--- config.mk ---
export PLATFORM = sky130hd
export DESIGN_NAME = vcfg_decoder
export DESIGN_NICKNAME = d
export VERILOG_FILES = /design/src/rtl/vcfg_pkg.sv /design/src/rtl/vcfg_store.sv /design/src/rtl/vcfg_lookup.sv /design/src/rtl/vcfg_classify.sv /design/src/rtl/vcfg_decoder.sv
export SDC_FILE = /design/constraint.sdc
export NUM_CORES = 1
export LEC_CHECK = 0
export BUFFER_PORTS_ARGS = -buffer_cell sky130_fd_sc_hd__clkbuf_2
export CORE_ASPECT_RATIO = 1.4
export CORE_MARGIN = 2
export CORE_UTILIZATION = 63
export DETAILED_ROUTE_END_ITERATION = 6
export PLACE_DENSITY_LB_ADDON = 0.1
export SLEW_MARGIN = 20
export SYNTH_ARGS = -nofsm -noshare
export SYNTH_HDL_FRONTEND = slang
export SYNTH_SLANG_ARGS = --single-unit
export TNS_END_PERCENT = 10
--- constraint.sdc ---
create_clock -name clk -period 6.5 [get_ports clk]
set_input_delay 0.325 -clock clk [delete_from_list [all_inputs] [get_ports clk]]
set_output_delay 0.325 -clock clk [all_outputs]
set_load 0.02 [all_outputs]
--- src/rtl/vcfg_pkg.sv ---
package vcfg_pkg;
  typedef enum logic [1:0] {
    CLS_PASS  = 2'd0,
    CLS_VEC   = 2'd1,
    CLS_PACK  = 2'd2,
    CLS_VPACK = 2'd3
  } insn_class_e;

  localparam int unsigned CFG_DW     = 32;
  localparam int unsigned FLD_IDX_LO = 0;
  localparam int unsigned FLD_FP     = 7;
  localparam int unsigned FLD_VLEN_LO = 8;
  localparam int unsigned FLD_WID_LO = 16;
  localparam int unsigned FLD_EN     = 31;
  localparam int unsigned ADDR_IMASK = 0;
  localparam int unsigned ADDR_FMASK = 1;
  localparam int unsigned ADDR_ENT0  = 2;
endpackage

--- src/rtl/vcfg_store.sv ---
module vcfg_store
  import vcfg_pkg::*;
#(
  parameter int unsigned NREGS = 32,
  parameter int unsigned NENT  = 2,
  parameter int unsigned IDXW  = 5,
  parameter int unsigned VLW   = 8,
  parameter int unsigned PBW   = 2,
  parameter int unsigned ADDRW = 2
) (
  input  logic              clk,
  input  logic              rst_n,
  input  logic              we,
  input  logic [ADDRW-1:0]  addr,
  input  logic [CFG_DW-1:0] wdata,
  output logic [NREGS-1:0]  int_mask,
  output logic [NREGS-1:0]  fp_mask,
  output logic              ent_en   [NENT],
  output logic              ent_fp   [NENT],
  output logic [IDXW-1:0]   ent_idx  [NENT],
  output logic [VLW-1:0]    ent_vlen [NENT],
  output logic [PBW-1:0]    ent_wid  [NENT]
);
  logic [NREGS-1:0] int_mask_nxt, fp_mask_nxt;
  logic             imask_ce, fmask_ce;

  always_comb begin
    imask_ce     = we && (addr == ADDRW'(ADDR_IMASK));
    fmask_ce     = we && (addr == ADDRW'(ADDR_FMASK));
    int_mask_nxt = wdata[NREGS-1:0];
    fp_mask_nxt  = wdata[NREGS-1:0];
  end

  always_ff @(posedge clk or negedge rst_n) begin
    if (!rst_n) begin
      int_mask <= '0;
      fp_mask  <= '0;
    end else begin
      if (imask_ce) int_mask <= int_mask_nxt;
      if (fmask_ce) fp_mask  <= fp_mask_nxt;
    end
  end

  for (genvar k = 0; k < NENT; k++) begin : g_ent
    logic            ce;
    logic            en_nxt, fp_nxt;
    logic [IDXW-1:0] idx_nxt;
    logic [VLW-1:0]  vlen_nxt;
    logic [PBW-1:0]  wid_nxt;

    always_comb begin
      ce       = we && (addr == ADDRW'(ADDR_ENT0 + k));
      en_nxt   = wdata[FLD_EN];
      fp_nxt   = wdata[FLD_FP];
      idx_nxt  = wdata[FLD_IDX_LO +: IDXW];
      vlen_nxt = wdata[FLD_VLEN_LO +: VLW];
      wid_nxt  = wdata[FLD_WID_LO +: PBW];
    end

    always_ff @(posedge clk or negedge rst_n) begin
      if (!rst_n) begin
        ent_en[k]   <= 1'b0;
        ent_fp[k]   <= 1'b0;
        ent_idx[k]  <= '0;
        ent_vlen[k] <= VLW'(1);
        ent_wid[k]  <= '0;
      end else if (ce) begin
        ent_en[k]   <= en_nxt;
        ent_fp[k]   <= fp_nxt;
        ent_idx[k]  <= idx_nxt;
        ent_vlen[k] <= vlen_nxt;
        ent_wid[k]  <= wid_nxt;
      end
    end
  end
endmodule

--- src/rtl/vcfg_lookup.sv ---
module vcfg_lookup #(
  parameter int unsigned NREGS = 32,
  parameter int unsigned NENT  = 2,
  parameter int unsigned IDXW  = 5,
  parameter int unsigned VLW   = 8,
  parameter int unsigned PBW   = 2
) (
  input  logic             op_en,
  input  logic             op_fp,
  input  logic [IDXW-1:0]  op_idx,
  input  logic [PBW-1:0]   def_width,
  input  logic [NREGS-1:0] int_mask,
  input  logic [NREGS-1:0] fp_mask,
  input  logic             ent_en   [NENT],
  input  logic             ent_fp   [NENT],
  input  logic [IDXW-1:0]  ent_idx  [NENT],
  input  logic [VLW-1:0]   ent_vlen [NENT],
  input  logic [PBW-1:0]   ent_wid  [NENT],
  output logic [VLW-1:0]   vlen,
  output logic [PBW-1:0]   width
);
  logic           marked;
  logic           hit;
  logic [VLW-1:0] hit_vlen;
  logic [PBW-1:0] hit_wid;

  always_comb begin
    marked   = op_fp ? fp_mask[op_idx] : int_mask[op_idx];
    hit      = 1'b0;
    hit_vlen = VLW'(1);
    hit_wid  = def_width;
    // scan from the top so the lowest-numbered match is the last one kept
    for (int k = NENT - 1; k >= 0; k--) begin
      if (ent_en[k] && (ent_fp[k] == op_fp) && (ent_idx[k] == op_idx)) begin
        hit      = 1'b1;
        hit_vlen = ent_vlen[k];
        hit_wid  = ent_wid[k];
      end
    end
    if (op_en && marked && hit) begin
      vlen  = hit_vlen;
      width = hit_wid;
    end else begin
      vlen  = VLW'(1);
      width = def_width;
    end
  end
endmodule

--- src/rtl/vcfg_classify.sv ---
module vcfg_classify
  import vcfg_pkg::*;
#(
  parameter int unsigned NOPS = 3,
  parameter int unsigned VLW  = 8,
  parameter int unsigned PBW  = 2
) (
  input  logic           op_en [NOPS],
  input  logic [VLW-1:0] vlen  [NOPS],
  input  logic [PBW-1:0] width [NOPS],
  input  logic [PBW-1:0] def_width,
  output logic [1:0]     cls,
  output logic           bypass
);
  logic        any_vec, any_pack;
  insn_class_e cls_e;

  always_comb begin
    any_vec  = 1'b0;
    any_pack = 1'b0;
    for (int i = 0; i < NOPS; i++) begin
      if (op_en[i] && (vlen[i] > VLW'(1))) any_vec  = 1'b1;
      if (op_en[i] && (width[i] != def_width)) any_pack = 1'b1;
    end
    cls_e  = insn_class_e'({any_pack, any_vec});
    cls    = cls_e;
    bypass = (cls_e == CLS_PASS);
  end
endmodule

--- src/rtl/vcfg_decoder.sv ---
module vcfg_decoder
  import vcfg_pkg::*;
#(
  parameter int unsigned NREGS = 32,
  parameter int unsigned NENT  = 2,
  parameter int unsigned VLW   = 8,
  parameter int unsigned PBW   = 2
) (
  input  logic                               clk,
  input  logic                               rst_n,
  input  logic                               cfg_we,
  input  logic [$clog2(NENT+ADDR_ENT0)-1:0]  cfg_addr,
  input  logic [CFG_DW-1:0]                  cfg_wdata,
  input  logic [PBW-1:0]                     def_width,
  input  logic                               dst_en,
  input  logic                               dst_fp,
  input  logic [$clog2(NREGS)-1:0]           dst_idx,
  input  logic                               src1_en,
  input  logic                               src1_fp,
  input  logic [$clog2(NREGS)-1:0]           src1_idx,
  input  logic                               src2_en,
  input  logic                               src2_fp,
  input  logic [$clog2(NREGS)-1:0]           src2_idx,
  output logic [VLW-1:0]                     dst_vlen,
  output logic [PBW-1:0]                     dst_width,
  output logic [VLW-1:0]                     src1_vlen,
  output logic [PBW-1:0]                     src1_width,
  output logic [VLW-1:0]                     src2_vlen,
  output logic [PBW-1:0]                     src2_width,
  output logic [1:0]                         insn_class,
  output logic                               bypass
);
  localparam int unsigned IDXW  = $clog2(NREGS);
  localparam int unsigned ADDRW = $clog2(NENT + ADDR_ENT0);
  localparam int unsigned NOPS  = 3;

  logic [NREGS-1:0] int_mask, fp_mask;
  logic             ent_en   [NENT];
  logic             ent_fp   [NENT];
  logic [IDXW-1:0]  ent_idx  [NENT];
  logic [VLW-1:0]   ent_vlen [NENT];
  logic [PBW-1:0]   ent_wid  [NENT];

  logic             op_en    [NOPS];
  logic             op_fp    [NOPS];
  logic [IDXW-1:0]  op_idx   [NOPS];
  logic [VLW-1:0]   op_vlen  [NOPS];
  logic [PBW-1:0]   op_wid   [NOPS];

  vcfg_store #(
    .NREGS(NREGS), .NENT(NENT), .IDXW(IDXW),
    .VLW(VLW), .PBW(PBW), .ADDRW(ADDRW)
  ) u_store (
    .clk(clk), .rst_n(rst_n), .we(cfg_we), .addr(cfg_addr), .wdata(cfg_wdata),
    .int_mask(int_mask), .fp_mask(fp_mask),
    .ent_en(ent_en), .ent_fp(ent_fp), .ent_idx(ent_idx),
    .ent_vlen(ent_vlen), .ent_wid(ent_wid)
  );

  always_comb begin
    op_en[0] = dst_en;  op_fp[0] = dst_fp;  op_idx[0] = dst_idx;
    op_en[1] = src1_en; op_fp[1] = src1_fp; op_idx[1] = src1_idx;
    op_en[2] = src2_en; op_fp[2] = src2_fp; op_idx[2] = src2_idx;
  end

  for (genvar i = 0; i < NOPS; i++) begin : g_op
    vcfg_lookup #(
      .NREGS(NREGS), .NENT(NENT), .IDXW(IDXW), .VLW(VLW), .PBW(PBW)
    ) u_lookup (
      .op_en(op_en[i]), .op_fp(op_fp[i]), .op_idx(op_idx[i]),
      .def_width(def_width), .int_mask(int_mask), .fp_mask(fp_mask),
      .ent_en(ent_en), .ent_fp(ent_fp), .ent_idx(ent_idx),
      .ent_vlen(ent_vlen), .ent_wid(ent_wid),
      .vlen(op_vlen[i]), .width(op_wid[i])
    );
  end

  always_comb begin
    dst_vlen   = op_vlen[0]; dst_width  = op_wid[0];
    src1_vlen  = op_vlen[1]; src1_width = op_wid[1];
    src2_vlen  = op_vlen[2]; src2_width = op_wid[2];
  end

  vcfg_classify #(.NOPS(NOPS), .VLW(VLW), .PBW(PBW)) u_classify (
    .op_en(op_en), .vlen(op_vlen), .width(op_wid), .def_width(def_width),
    .cls(insn_class), .bypass(bypass)
  );
endmodule

==> impl_metrics.yaml, run 1 <==
power_and_ir_drop:
  peakVddDrop_v: 0.000210
  power_density_mw_per_mm2: 267
  cellLeakagePower_nw: 3.06
status:
  run_status: "complete, no violations"
placed_design:
  dpl.hpwl_mm: 12.3
  placement.io_buffers: 92
  placedInstanceArea_sq_mm: 0.00694
  gp_congestion: 0.888
floorplan:
  ioPinCount: 93
  design.die.area_sq_mm: 0.0111
  die_w_um: 89.6
  core_rows: 43
  floorplan.die.height_um: 124
  core_area_sq_mm: 0.00995
  starting_utilization_of_the_core_area: 0.649
yosys:
  synth.net_count: 573
  synth_edf_count: 0
  most_used_flip_flop_cell_after_synthesis: "sky130_fd_sc_hd__dfrtp_1"
  ys_ff_latch: 98
  syn_area_per_cell_sq_um: 12.6
  post_synth_num_cell_types: 52
  synth_top_cell_by_area: "sky130_fd_sc_hd__dfrtp_1"
  most_numerous_cell_types_in_the_synthesized_netlist: "sky130_fd_sc_hd__mux2_2, sky130_fd_sc_hd__dfrtp_1, sky130_fd_sc_hd__mux4_2, sky130_fd_sc_hd__mux2i_1, sky130_fd_sc_hd__xnor2_1"
  async_set_or_reset_register_ratio_after_synthesis: 1.00
  yosysTopAreaCellShare: 0.372
  synth-warning-count: 0
  synth_top_cells_by_area: "sky130_fd_sc_hd__dfrtp_1, sky130_fd_sc_hd__mux2_2, sky130_fd_sc_hd__mux4_2"
  seq_total_area_yosys: 0.380
  synthCells: 513
  yosys.cell_count.top_type: "sky130_fd_sc_hd__mux2_2"
  syn-cell-area_sq_mm: 0.00646
worst_setup_path:
  crit_arrival_ns: 3.37
  critPathMostFrequentCell: "sky130_fd_sc_hd__clkbuf_2"
  r2r_setup_slack_ns: 5.63
  critical_path.slowest_cell: "sky130_fd_sc_hd__mux4_2"
  worst_r2r_path_depth: 1
  endpoint_kind: "output port"
  cpPeakStageDelay_ns: 0.58
  timing.rr.end: "u_store.ent_idx[5]$_DFFE_PN0P_"
  worstSetupStartpointType: "input pin"
  timing.critical_path.required_ns: 6.17
  regToRegStartpoint: "u_store.ent_idx[5]$_DFFE_PN0P_"
  critical_path.max_fanout: 20
  path_class: "input pin to output port"
  crit_chain: "clkbuf_2 > mux4_2 > mux2_2 > and2_1 > a2111oi_1 > or3_1 > o21bai_1 > o2111a_1 > clkbuf_2"
global_routing:
  wire_length_of_the_first_global_routing_pass_mm: 25.6
  global_route.peak_usage_layer: "met2"
  gr-usage-met2: 0.540
  grt_use_met1: 0.369
  antenna_violations_before_repair: 0
  grt_start_max_net_pins: 57
  global_route.usage.total: 0.313
  first_global_vias: 4815
  globalRouteMet3Util: 0.0683
  grt_overflow: 0
run:
  max_cap_viol_count: 0
finish:
  finalCoreUtilization: 0.731
  final_design_area_no_fill_sq_mm: 0.00728
  area.sequential_sq_mm: 0.00245
  syn_to_final_growth_pct: 12.7
  drive_above_1_share: 0.448
  antenna_cells: 0
  multi_input_area_sq_mm: 0.00378
  fillCellCount: 719
  layout.nets: 646
sta:
  layout_worst_path_cycle_share: 0.569
  max_slew_margin: 0.310
  rsz0062_at_grt: "no"
  clock-skew-final_ns: 0
  worst-slew-pin-transition_ns: 1.03
  achievable-frequency_mhz: 270
  final-hold-violation-count: 0
  max_slew_violation_count: 0
  period_needed_ns: 3.70
  finish_stage_setup_viols: 0
  setup_total_negative_slack_ns: 0
  fin_worst_hold_slack_ns: 0.222
clock_network:
  path_clk_slew_ns: 0.07
  post_cts.resized_instances: 0
  htreeDepth: 3
  cts_tree: "built"
  worstSkewPairLatency_ns: 0.34
  clockBufferDepth: 2
  clock_tree.root_cell: "sky130_fd_sc_hd__clkbuf_16"
  tritoncts_num_sinks: 98
  cts_buffers: 9
hold_path:
  worst_hold_path.num_cells: 2
  min-delay-path-class: "input pin to flop"
  hp-start: "cfg_wdata[20]"
  holdPathEnd: "u_store.fp_mask[20]$_DFFE_PN0P_"
routing:
  final_antenna_net_count: 0
  drt_pre_antenna_iters: 4
  wirelength_mm: 16.3
  drc_errors: 0
  avgRoutedWirePerCell_um: 22.5
  drtIter0Drc: 391
  num_vias: 4790
  route.detailed.vias_per_inst: 6.60
-- power by group --
group / leakage [nW] / switching (mW) / internal, mW
registers: 1.16 / 0.150 / 0.728
logic: 1.75 / 0.200 / 0.289
clock network: 0.155 / 0.230 / 0.348
total: 3.06 / 0.579 / 1.37
-- kinds of logic (layout without fill, tap and decap cells) --
group | Yosys count | after routing | share of synthesized area
xor+xnor | 38 | 38 | 0.0515
simple gates | 87 | 87 | 0.0699
mux | 182 | 182 | 0.394
flops | 98 | 98 | 0.380
buf+inv | 47 | 125 | 0.0356
compound gates | 61 | 61 | 0.0693
-- layout make-up --
type,instances,share of cell area
multi-input combinational,368,0.519
sequential,98,0.337
timing repair buffer,97,0.0691
clock buffer,10,0.0328
tap,135,0.0232
clock inverter,6,0.0122
inverter,12,0.00619
-- registers in the layout, summed over array words and instances (netlist names) --
signal / cells
u_store.fp_mask: 32
u_store.int_mask: 32
u_store.ent_vlen: 16
u_store.ent_idx: 10
u_store.ent_wid: 4
u_store.ent_en: 2
u_store.ent_fp: 2
-- cells in the final DEF, fill, tap and decap left out, drive strengths merged, types with 6 or more instances in the layout --
cell type / synthesis / final
inv: 12 / 13
nand2b: 6 / 6
nor4: 6 / 6
nand2: 20 / 20
o22ai: 9 / 9
dfrtp: 96 / 96
mux2: 102 / 102
mux2i: 34 / 34
xor2: 12 / 12
clkbuf: 11 / 101
xnor2: 26 / 26
o21ai: 9 / 9
a21oi: 10 / 10
nor2: 22 / 22
mux4: 46 / 46
-- critical path: cells and delay by family --
kind            cells  cell delay, ns
simple gates        2            0.60
buf+inv             2            0.68
mux                 2            0.84
compound gates      3            0.92
-- stage by stage --
step | std cells | total power, mW | worst slack [ns]
after floorplan | 513 | 1.21 | 3.56
after global placement | 709 | 1.34 | 2.88
after detailed placement | 709 | 1.37 | 2.82
after CTS | 726 | 1.95 | 2.81
after global routing | 726 | 2.03 | 2.55
final | 726 | 1.94 | 2.80
-- worst max-delay path by stage --
stage	start	endpoint	slack, ns	cells past startpoint
global route	src2_idx[0]	bypass	2.55	9
finish	src2_idx[0]	bypass	2.80	9
floorplan	src2_idx[0]	src2_width[0]	3.56	9
detailed placement	src2_idx[0]	bypass	2.82	9
CTS	src2_idx[0]	bypass	2.81	9
global placement	src1_idx[0]	src1_vlen[0]	2.88	9
-- per-layer routing --
| metal | wire length [um] | part of all wire |
|---|---|---|
| met1 | 6290 | 0.39 |
| met3 | 948 | 0.058 |
| met2 | 8570 | 0.53 |
| met4 | 509 | 0.031 |
| met5 | 0 | 0 |
-- timing repair --
| item | in CTS | in global routing |
|---|---|---|
| hold buffers | 1 | 0 |
| buffers inserted | 0 | 0 |
| endpoints found under the hold margin | 40 | 0 |
Note: power is estimated with default switching activity, not from simulation.
==> run 2, diff against run 1 <==
--- a/config.mk
+++ b/config.mk
@@ -8,7 +8,7 @@
 export BUFFER_PORTS_ARGS = -buffer_cell sky130_fd_sc_hd__clkbuf_2
 export CORE_ASPECT_RATIO = 1.4
 export CORE_MARGIN = 2
-export CORE_UTILIZATION = 63
+export CORE_UTILIZATION = 53
 export DETAILED_ROUTE_END_ITERATION = 6
 export PLACE_DENSITY_LB_ADDON = 0.1
 export SLEW_MARGIN = 20
==> constraint.sdc (replaced) <==
create_clock -name clk -period 3.32 [get_ports clk]
set_input_delay 0.166 -clock clk [delete_from_list [all_inputs] [get_ports clk]]
set_output_delay 0.166 -clock clk [all_outputs]
set_load 0.02 [all_outputs]
==> impl_metrics.yaml, run 2 (synthesis gave the netlist of run 1 again) <==
worst_setup_path:
  endpoint_kind: "output port"
  timing.critical_path.required_ns: 3.15
  worstSetupStartpointType: "flop"
  crit_chain: "mux4_1 > mux4_2 > nand2_1 > o2111ai_1 > and3_4 > a221oi_2 > o2111a_1 > clkbuf_2"
  worst_r2r_path_depth: 1
  regToRegStartpoint: "u_store.ent_idx[6]$_DFFE_PN0P_"
  cpPeakStageDelay_ns: 0.57
  critical_path.slowest_cell: "sky130_fd_sc_hd__mux4_1"
  timing.rr.end: "u_store.ent_idx[6]$_DFFE_PN0P_"
  r2r_setup_slack_ns: 2.45
  path_class: "flop to output port"
  crit_arrival_ns: 2.95
  critical_path.max_fanout: 6
sta:
  max_slew_violation_count: 0
  finish_stage_setup_viols: 0
  layout_worst_path_cycle_share: 0.938
  setup_total_negative_slack_ns: 0
  final-hold-violation-count: 0
  worst-slew-pin-transition_ns: 1.10
  rsz0062_at_grt: "no"
  achievable-frequency_mhz: 321
  fin_worst_hold_slack_ns: 0.0549
  max_slew_margin: 0.262
  clock-skew-final_ns: 0
  period_needed_ns: 3.11
clock_network:
  htreeDepth: 3
  post-cts-setup-buffers: 0
  tritoncts_num_sinks: 98
  cts_buffers: 9
  clock_tree.root_cell: "sky130_fd_sc_hd__clkbuf_16"
  worstSkewPairLatency_ns: 0.36
  path_clk_slew_ns: 0.07
  clockBufferDepth: 2
  cts_tree: "built"
power_and_ir_drop:
  cellLeakagePower_nw: 3.10
  power_density_mw_per_mm2: 507
  peakVddDrop_v: 0.000356
routing:
  drt_pre_antenna_iters: 5
  wirelength_mm: 17.0
  num_vias: 4778
  final_antenna_net_count: 0
  drc_errors: 0
  route.detailed.vias_per_inst: 6.39
  drtIter0Drc: 248
  avgRoutedWirePerCell_um: 22.7
run:
  max_cap_viol_count: 0
finish:
  largest_registers: "u_store.fp_mask: 32 flops, u_store.int_mask: 32 flops, u_store.ent_vlen: 16 flops"
  layout.nets: 656
  mostFrequentLayoutCell: "sky130_fd_sc_hd__mux2_2"
  area.sequential_sq_mm: 0.00245
  fillCellCount: 976
  final_cell_mix: "sky130_fd_sc_hd__mux2_2, sky130_fd_sc_hd__dfrtp_1, sky130_fd_sc_hd__clkbuf_2, sky130_fd_sc_hd__mux4_2, sky130_fd_sc_hd__mux2i_1"
  drive_above_1_share: 0.459
  multi_input_area_sq_mm: 0.00379
  antenna_cells: 0
  syn_to_final_growth_pct: 13.9
placed_design:
  gp_congestion: 0.927
  dpl.hpwl_mm: 13.1
  placement.io_buffers: 92
floorplan:
  starting_utilization_of_the_core_area: 0.544
  core_area_sq_mm: 0.0119
  core_rows: 47
  floorplan.die.height_um: 135
  design.die.area_sq_mm: 0.0131
  ioPinCount: 93
  die_w_um: 97.3
global_routing:
  wire_length_of_the_first_global_routing_pass_mm: 27.4
  grt_overflow: 0
  grt_start_max_net_pins: 51
  global_route.usage.total: 0.270
  antenna_violations_before_repair: 0
  first_global_vias: 4936
hold_path:
  hp-start: "cfg_wdata[23]"
  worst_hold_path.num_cells: 2
  min-delay-path-class: "input pin to flop"
  holdPathEnd: "u_store.fp_mask[23]$_DFFE_PN0P_"
status:
  run_status: "complete, no violations"
run 2: report_power, final:
| part | switching, mW | internal, mW | total, mW |
|---|---|---|---|
| combinational | 0.396 | 0.575 | 0.971 |
| clock | 0.507 | 0.531 | 1.04 |
| sequential | 0.295 | 1.42 | 1.72 |
run 2: area by class of cell:
type	count	area share
timing repair buffer	107	0.0803
inverter	12	0.00612
sequential	98	0.334
clock inverter	7	0.00986
clock buffer	9	0.0306
multi-input combinational	368	0.515
tap	147	0.0250
run 2: how the worst max path moves through the flow:
| stage | slack (ns) | start | to | cells past startpoint |
|---|---|---|---|---|
| floorplan | 0.70 | src2_idx[0] | src2_width[0] | 9 |
| global placement | 0.32 | src2_idx[0] | bypass | 10 |
| detailed placement | 0.30 | src2_idx[0] | bypass | 10 |
| CTS | 0.08 | u_store.int_mask[9]$_DFFE_PN0P_ | bypass | 8 |
| global route | 0.1 | u_store.int_mask[23]$_DFFE_PN0P_ | bypass | 8 |
| finish | 0.21 | u_store.fp_mask[9]$_DFFE_PN0P_ | bypass | 8 |
run 2: timing repair:
| action | in CTS | in global routing |
|---|---|---|
| hold buffers | 1 | 0 |
| setup endpoints to repair | 0 | 3 |
| endpoints found under the hold margin | 48 | 0 |
| resized for setup | 0 | 1 |
run 2: worst max-delay path: cells and delay by family (launching register included):
kind	cells	cell delay, ns
and+or+nand+nor	2	0.33
DFF	1	0.43
buffers and inverters	1	0.16
AOI/OAI and AO/OA	3	0.61
muxes	2	1.06
run 2: through the flow:
step	total power, mW	utilization	cell area (sq um)	instances	setup slack, ns
after floorplan	2.37	-	6460	513	0.702
after global placement	2.66	0.593	7050	731	0.323
after detailed placement	2.70	0.593	7050	731	0.297
after CTS	3.73	0.619	7350	748	0.0754
after global routing	3.91	0.619	7360	748	0.0971
final	3.73	0.619	7360	748	0.205
run 2: routing by layer:
layer	wire length (um)	global-route usage
met1	6630	0.333
met2	9190	0.490
met3	816	0.0455
met4	378	0.0779
met5	0	0
==> run 3, diff against run 2 <==
--- a/config.mk
+++ b/config.mk
@@ -8,9 +8,9 @@
 export BUFFER_PORTS_ARGS = -buffer_cell sky130_fd_sc_hd__clkbuf_2
 export CORE_ASPECT_RATIO = 1.4
 export CORE_MARGIN = 2
-export CORE_UTILIZATION = 53
+export CORE_UTILIZATION = 45
 export DETAILED_ROUTE_END_ITERATION = 6
-export PLACE_DENSITY_LB_ADDON = 0.1
+export PLACE_DENSITY = 0.68
 export SLEW_MARGIN = 20
 export SYNTH_ARGS = -nofsm -noshare
 export SYNTH_HDL_FRONTEND = slang
==> constraint.sdc (replaced) <==
create_clock -name clk -period 2.95 [get_ports clk]
set_input_delay 0.1475 -clock clk [delete_from_list [all_inputs] [get_ports clk]]
set_output_delay 0.1475 -clock clk [all_outputs]
set_load 0.02 [all_outputs]
==> impl_metrics.yaml, run 3 (synthesis gave the netlist of run 1 again) <==
global_routing:
  antenna_violations_before_repair: 0
  grt_start_max_net_pins: 99
  global_route.usage.total: 0.231
  first_global_vias: 5010
  grt_overflow: 0
  wire_length_of_the_first_global_routing_pass_mm: 27.4
floorplan:
  ioPinCount: 93
  die_w_um: 105
  core_rows: 51
  core_area_sq_mm: 0.0140
  starting_utilization_of_the_core_area: 0.462
  floorplan.die.height_um: 146
  design.die.area_sq_mm: 0.0153
power_and_ir_drop:
  total_power_mw: 4.27
  power_density_mw_per_mm2: 562
  peakVddDrop_v: 0.000250
  cellLeakagePower_nw: 3.16
clock_network:
  cts_tree: "built"
  htreeDepth: 3
  tritoncts_num_sinks: 98
  cts_buffers: 9
  path_clk_slew_ns: 0.07
  worstSkewPairLatency_ns: 0.35
  clock_tree.root_cell: "sky130_fd_sc_hd__clkbuf_16"
  clockBufferDepth: 2
sta:
  period_needed_ns: 2.95
  layout_worst_path_cycle_share: 0.999
  achievable-frequency_mhz: 339
  final-hold-violation-count: 0
  worst-slew-pin-transition_ns: 0.973
  max_slew_violation_count: 0
  clock-skew-final_ns: 0
  finish_stage_setup_viols: 0
  max_slew_margin: 0.349
  rsz0062_at_grt: "yes"
hold_path:
  hp-start: "cfg_wdata[27]"
  min-delay-path-class: "input pin to flop"
routing:
  avgRoutedWirePerCell_um: 21.7
  num_vias: 4719
  wirelength_mm: 17.3
  route.detailed.vias_per_inst: 5.91
  drc_errors: 0
  drtIter0Drc: 319
  final_antenna_net_count: 0
  drt_pre_antenna_iters: 4
worst_setup_path:
  regToRegStartpoint: "u_store.int_mask[20]$_DFFE_PN0P_"
  timing.critical_path.required_ns: 2.80
  endpoint_kind: "output port"
  critical_path.max_fanout: 5
  worstSetupStartpointType: "flop"
  crit_arrival_ns: 2.80
  path_class: "flop to output port"
  crit_path_start: "u_store.int_mask[12]$_DFFE_PN0P_"
finish:
  drive_above_1_share: 0.490
  largest_registers: "u_store.fp_mask: 32 flops, u_store.int_mask: 32 flops, u_store.ent_vlen: 16 flops"
  mostFrequentLayoutCell: "sky130_fd_sc_hd__mux2_2"
  syn_to_final_growth_pct: 17.6
  layout.nets: 669
  antenna_cells: 0
  final_cell_mix: "sky130_fd_sc_hd__mux2_2, sky130_fd_sc_hd__dfrtp_1, sky130_fd_sc_hd__clkbuf_2, sky130_fd_sc_hd__mux4_2, sky130_fd_sc_hd__mux2i_1"
  fillCellCount: 1211
  stdcell_count: 799
status:
  run_status: "complete, no violations"
placed_design:
  dpl.cell_count: 775
  dpl.hpwl_mm: 13.4
  placement.io_buffers: 92
  gp_congestion: 0.949
run:
  max_cap_viol_count: 0
-- run 3: critical path, stage by stage, from the launching register on --
cell and delay (ns):
sky130_fd_sc_hd__dfrtp_1 0.42, sky130_fd_sc_hd__mux4_2 0.52, sky130_fd_sc_hd__mux4_2 0.47, sky130_fd_sc_hd__nand2_1 0.08
sky130_fd_sc_hd__o2111ai_1 0.10, sky130_fd_sc_hd__and3_4 0.23, sky130_fd_sc_hd__a221oi_4 0.25, sky130_fd_sc_hd__o2111a_1 0.24
sky130_fd_sc_hd__buf_4 0.14
-- run 3: cell type report --
type	instances	area, sq um	share of cell area
flip-flops and latches	98	2450	0.323
multi-input cells	368	3850	0.506
repair buffers	120	722	0.0950
inverters	12	45.0	0.00593
clock buffers	12	246	0.0324
well taps	185	231	0.0305
clock inverters	4	51.3	0.00675
-- run 3: worst paths after layout --
kind | endpoint | slack (ns) | depth (start not counted)
max reg2reg | u_store.int_mask[20]$_DFFE_PN0P_ | 2.01 | 2
max in group asynchronous | u_store.ent_vlen[0]$_DFFE_PN1P_ | 2.15 | 3
min | u_store.int_mask[27]$_DFFE_PN0P_ | 0.04 | 2
min reg2reg | u_store.fp_mask[29]$_DFFE_PN0P_ | 0.54 | 1
max | bypass | 0.002 | 8
min in group asynchronous | u_store.fp_mask[20]$_DFFE_PN0P_ | 0.38 | 3
-- run 3: what timing repair did --
action	CTS	global route
cloned	0	0
endpoints found under the setup margin	18	19
resized for setup	8	18
buffers inserted	0	7
hold endpoints to repair	96	0
hold buffers	1	0
pin swaps	0	4
-- run 3: metrics by stage --
stage	worst slack (ns)	instance area, sq um	setup TNS, ns	utilization	hold slack, ns
floorplan	0.369	6460	0	-	-0.148
global placement	0.117	7160	0	0.513	0.237
detailed placement	0.0667	7160	0	0.513	0.244
CTS	-0.0653	7490	-0.0653	0.536	0.0324
global route	-0.0726	7600	-0.210	0.544	0.0455
finish	0.00173	7600	0	0.544	0.0425
-- run 3: power by group --
| group | switching (mW) | internal, mW |
|---|---|---|
| combinational | 0.472 | 0.685 |
| sequential | 0.334 | 1.60 |
| clock | 0.493 | 0.681 |
| total | 1.30 | 2.97 |
-- run 3: routing by layer --
metal / global-route usage / vias to the layer above / routed length [um]
met5: 0 / - / 0
met4: 0.110 / 0 / 635
met3: 0.0439 / 34 / 780
met2: 0.409 / 153 / 9250
met1: 0.267 / 2389 / 6680
li1: - / 2143 / -
